`config.mk`:
```
export PLATFORM = sky130hd
export DESIGN_NAME = lane_switch_port
export DESIGN_NICKNAME = d
export VERILOG_FILES = /design/src/rtl/lane_port_pkg.sv /design/src/rtl/lane_addr_decode.sv /design/src/rtl/lane_select.sv /design/src/rtl/lane_gate.sv /design/src/rtl/lane_switch_port.sv
export SDC_FILE = /design/constraint.sdc
export NUM_CORES = 1
export LEC_CHECK = 0
export CORE_AREA = 3 3 40 42
export DETAILED_ROUTE_END_ITERATION = 8
export DIE_AREA = 0 0 43 45
export DONT_BUFFER_PORTS = 1
export MAX_ROUTING_LAYER = met4
export PLACE_DENSITY = 0.35
export SLEW_MARGIN = 20
export SYNTH_ARGS = -nofsm -noshare
export SYNTH_HDL_FRONTEND = slang
export SYNTH_SLANG_ARGS = --single-unit
export TNS_END_PERCENT = 5
```
`constraint.sdc`:
```
create_clock -name vclk -period 1.5
set_input_delay 0.15 -clock vclk [all_inputs]
set_output_delay 0.15 -clock vclk [all_outputs]
set_load 0.01 [all_outputs]
```
`src/rtl/lane_port_pkg.sv`:
```
package lane_port_pkg;
  parameter int unsigned ADDR_W    = 16;
  parameter int unsigned LANE_W    = 8;
  parameter int unsigned NUM_LANES = 2;
  parameter int unsigned DATA_W    = LANE_W * NUM_LANES;
  parameter int unsigned DEC_MSB   = 7;
  parameter logic [DEC_MSB:1] PORT_BASE = 7'b0011000;

  typedef logic [NUM_LANES-1:0] lane_mask_t;
endpackage

```
`src/rtl/lane_addr_decode.sv`:
```
module lane_addr_decode
  import lane_port_pkg::*;
#(
  parameter int unsigned        A_W   = ADDR_W,
  parameter int unsigned        MSB   = DEC_MSB,
  parameter logic [DEC_MSB:1]   BASE  = PORT_BASE
) (
  input  logic [A_W-1:0] addr_i,
  output logic           hit_o
);
  logic [A_W-1:0] unused_addr;
  always_comb begin
    unused_addr = addr_i;
    hit_o = (addr_i[MSB:1] == BASE);
  end
endmodule

```
`src/rtl/lane_select.sv`:
```
module lane_select
  import lane_port_pkg::*;
(
  input  logic       hit_i,
  input  logic       a0_i,
  input  logic       bhe_ni,
  input  logic       ior_ni,
  output lane_mask_t en_o
);
  // even lane follows A0 low, odd lane follows BHE low
  always_comb begin
    en_o    = '0;
    en_o[0] = hit_i & ~ior_ni & ~a0_i;
    en_o[1] = hit_i & ~ior_ni & ~bhe_ni;
  end

  always_comb begin
    if (!ior_ni && hit_i && a0_i && bhe_ni)
      a_r8_no_lane: assert (en_o == '0);
  end
endmodule

```
`src/rtl/lane_gate.sv`:
```
module lane_gate
  import lane_port_pkg::*;
(
  input  lane_mask_t          en_i,
  input  logic [DATA_W-1:0]   sw_i,
  output logic [DATA_W-1:0]   data_o
);
  for (genvar g = 0; g < NUM_LANES; g++) begin : g_lane
    always_comb begin
      data_o[g*LANE_W +: LANE_W] = en_i[g] ? sw_i[g*LANE_W +: LANE_W] : '0;
    end
    always_comb begin
      if (!en_i[g])
        a_r7_released_zero: assert (data_o[g*LANE_W +: LANE_W] == '0);
      else
        a_r9_passthru: assert (data_o[g*LANE_W +: LANE_W] == sw_i[g*LANE_W +: LANE_W]);
    end
  end
endmodule

```
`src/rtl/lane_switch_port.sv`:
```
module lane_switch_port
  import lane_port_pkg::*;
(
  input  logic [15:0] addr_i,
  input  logic        bhe_ni,
  input  logic        ior_ni,
  input  logic [15:0] sw_i,
  output logic [15:0] data_o,
  output logic [1:0]  lane_en_o
);
  logic       hit;
  lane_mask_t en;

  lane_addr_decode u_dec (
    .addr_i (addr_i),
    .hit_o  (hit)
  );

  lane_select u_sel (
    .hit_i  (hit),
    .a0_i   (addr_i[0]),
    .bhe_ni (bhe_ni),
    .ior_ni (ior_ni),
    .en_o   (en)
  );

  lane_gate u_gate (
    .en_i   (en),
    .sw_i   (sw_i),
    .data_o (data_o)
  );

  assign lane_en_o = en;

  always_comb begin
    if (ior_ni)
      a_r6_idle_no_drive: assert (lane_en_o == 2'b00);
    if (lane_en_o != 2'b00)
      a_r1_decode_match: assert (addr_i[7:1] == 7'b0011000);
  end
endmodule

```
* Yosys cells after proc, flatten, opt, wreduce, memory -nomap -nowiden
Cells that the tools add are included.
Storage, ports and cells: register bits 0, output and inout bits 18, word-level logic and storage cells 9
Operators by class: eq/ne operators 1, muxes and demuxes 2, bitwise gates (word level) 6
Operators by type and width (count):
- 8-bit 2-to-1 mux | 2
- 7-bit by 5-bit equality test with 1-bit output, second input constant | 1
- 1-bit bitwise AND | 3
- 1-bit NOT | 3

* Longest topological paths before layout
depth after elaboration 4, mapped depth 4, depth with buffers taken out 2

* Cells and area by module
From an unflattened synthesis, not the netlist that was laid out.
Second synthesis, totals: cells, all modules 20, area total of the unflattened synthesis 138.9 sq um
Modules (own cells, without submodules):
- lane_gate | instances 1, cells each 16, area an instance 100.1 sq um
- lane_addr_decode | instances 1, cells each 2, area an instance 23.8 sq um
- lane_select | instances 1, cells each 2, area an instance 15.0 sq um

* Least setup slack after synthesis
Ideal clock, no wire load.
path kind input -> output, from input addr_i[2], to output data_o[0], arrival time 1.270 ns, required time 1.350 ns, setup slack 0.080 ns, stages on the path 4, path buffers 2, cells stage by stage or4b_1 buf_6 buf_12 nor4_2
On the way: cells in the longest elaborated chain, start to end 4
RTL lines:
- from (decl) | line lane_switch_port.sv:4 | input logic [15:0] addr_i,
- 7-bit by 5-bit equality test with 1-bit output | line lane_addr_decode.sv:14 | hit_o = (addr_i[MSB:1] == BASE);
- 1-bit bitwise AND (2 in a row) | line lane_select.sv:13 | en_o[0] = hit_i & ~ior_ni & ~a0_i;
- 8-bit 2-to-1 mux | line lane_gate.sv:10 | data_o[g*LANE_W +: LANE_W] = en_i[g] ? sw_i[g*LANE_W +: LANE_W] : '0;
- to (decl) | line lane_switch_port.sv:8 | output logic [15:0] data_o,
No other way between the ends.

* Worst setup path in the final report
from input addr_i[2], to output data_o[10]
On the way: cells in the longest elaborated chain, start to end 4
RTL lines:
- 7-bit by 5-bit equality test with 1-bit output | line lane_addr_decode.sv:14
- 1-bit bitwise AND (2 in a row) | line lane_select.sv:14 | en_o[1] = hit_i & ~ior_ni & ~bhe_ni;
- 8-bit 2-to-1 mux | line lane_gate.sv:10
No other way between the ends.

==> flow_metrics.py <==
metrics = {
    "power_and_ir_drop": {
        "finalPower_w": 0.0000329,
        "peakVddDrop_mv": 0.0287,
        "power_leakage_nw": 0.211,
        "power_density_mw_per_mm2": 71.7,
    },
    "hold_path": {
        "hp-class": "in -> out",
        "worstHoldStart": "bhe_ni",
    },
    "route": {
        "postRouteWirelength_um": 948,
        "drtPass1Iterations": 1,
        "final_antenna_net_count": 0,
        "route.detailed.drc": 0,
        "drt_iter0_drc": 0,
        "avgRoutedWirePerCell_um": 13.2,
        "avgViaCountPerCell": 5.03,
        "vias": 362,
    },
    "floorplan": {
        "die_area_mm2": 0.00194,
        "die_w_um": 43,
        "coreArea_mm2": 0.00128,
        "io_pins": 52,
        "initial_core_util_pct": 23.4,
        "rows": 13,
        "die_h_um": 45,
    },
    "global_route": {
        "grt_pass1_vias": 346,
        "grt_pass1_wl_um": 1480,
        "antenna_found_initial": 0,
        "grt_usage_pct": 9.56,
        "grt-ovfl-total": 0,
        "grt_max_degree": 11,
    },
    "worst_setup_path": {
        "crit_required_ps": 1350,
        "critical_path_class": "in -> out",
        "crit_path_max_fanout": 10,
        "crit_start": "addr_i[2]",
        "cp-end-kind": "output port",
        "cp-start-kind": "primary input",
        "crit_arrival_ps": 1290,
    },
    "cells_and_area": {
        "layout_commonest_cell": "buf_4",
        "clkbuf_count": 0,
        "layout-drive-gt1-share_pct": 57.9,
        "area_growth_pct": 52.9,
        "mostFrequentLayoutCells": "buf_4 (21), inv_1 (16), nor4_2 (10)",
        "n_sequential_cell": 0,
        "design_area_um2": 459,
        "regArea_um2": 0,
        "antenna_cells": 0,
        "final_nets": 93,
    },
    "logic_synthesis": {
        "synth-simple-area-share_pct": 62.9,
        "synth-compound-area-share_pct": 0,
        "synthMuxAreaShare_pct": 0,
        "avgSynthCellArea_um2": 7.15,
        "synthXorXnorAreaFrac_pct": 0,
        "syn-cell-area_um2": 300,
        "yosys.area_share.adder_pct": 0,
        "synth_nets": 76,
        "ys_warn_count": 0,
        "synth_top_family_by_area": "simple AND/OR/NAND/NOR gates",
        "synthDistinctLibCells": 11,
        "synth_seq_area_share_pct": 0,
        "netlist_instances": 42,
    },
    "sta": {
        "finalHoldViolCount": 0,
        "tightestPinTransition_ps": 271,
        "slew_headroom_pct": 81.8,
        "fmax_mhz": 695,
        "finalMaxSlewViolations": 0,
        "min_period_over_period_pct": 95.9,
        "rsz0062_at_grt": "yes",
        "setup_violations": 0,
        "final.min_clock_period_ps": 1440,
    },
    "placement": {
        "place_area_um2": 425,
        "dp_hpwl_um": 864,
        "port_buffers": 0,
        "gp_congestion": 0.733,
    },
    "cts": {
        "cts_setup_buffers": 0,
        "post_cts_resized": 0,
        "cts_hold_buffers": 0,
    },
    "job": {
        "maxCapViolCount": 0,
    },
    "outcome": {
        "outcome": "finished clean",
    },
}
==> through the flow <==
step / hold WS [ps] / setup slack (ps) / util [%] / instances / TNS, ps
6_report: 330 / 61.0 / 35.7 / 72 / 0
5_1_grt: 332 / -25.9 / 35.7 / 72 / -85.9
4_1_cts: 330 / 13.1 / 33.1 / 72 / 0
3_5_place_dp: 330 / 8.13 / 33.1 / 72 / 0
3_3_place_gp: 330 / 95.3 / 33.1 / 72 / 0
2_1_floorplan: 393 / 79.8 / - / 42 / 0
==> path summary, 6_finish.rpt <==
check / endpoint / slack [ps] / cells after the start
worst min-delay path: data_o[9] / 330 / 1
worst max-delay path: data_o[10] / 60 / 4
==> cell type report <==
cell class	count	area, µm²
multi-input combinational	20	223
inverter	16	60.1
timing repair buffer	21	158
fill	135	826
tap	15	18.8
==> cells in the mapped netlist, drive strengths merged <==
master	count	share of area, %
nor4	16	53
buf	4	15
or4b	2	6.7
inv	16	20
clkbuf	2	2.5
nor3	2	3.3
==> logic make-up after synthesis <==
family / after synthesis
AND/OR/NAND/NOR: 20
buffers and inverters: 22
==> critical path, stage by stage <==
cell	delay, ps
or4b_1	540
buf_4	210
nor4_4	220
buf_4	160
==> where the power goes <==
part | leakage [nW] | total, W | switching (W) | internal (W)
Combinational | 0.211 | 0.0000329 | 0.0000215 | 0.0000114
Clock | 0 | 0 | 0 | 0
Sequential | 0 | 0 | 0 | 0
==> metal layers <==
| layer | GRT usage, % | share of wire [%] | up-vias |
|---|---|---|---|
| li1 | - | - | 173 |
| met1 | 11.4 | 34 | 152 |
| met2 | 18.6 | 49 | 37 |
| met3 | 0.797 | 16 | 0 |
| met4 | 0 | 0 | 0 |
| met5 | - | 0 | - |
Note: power is estimated with default switching activity, not from simulation.
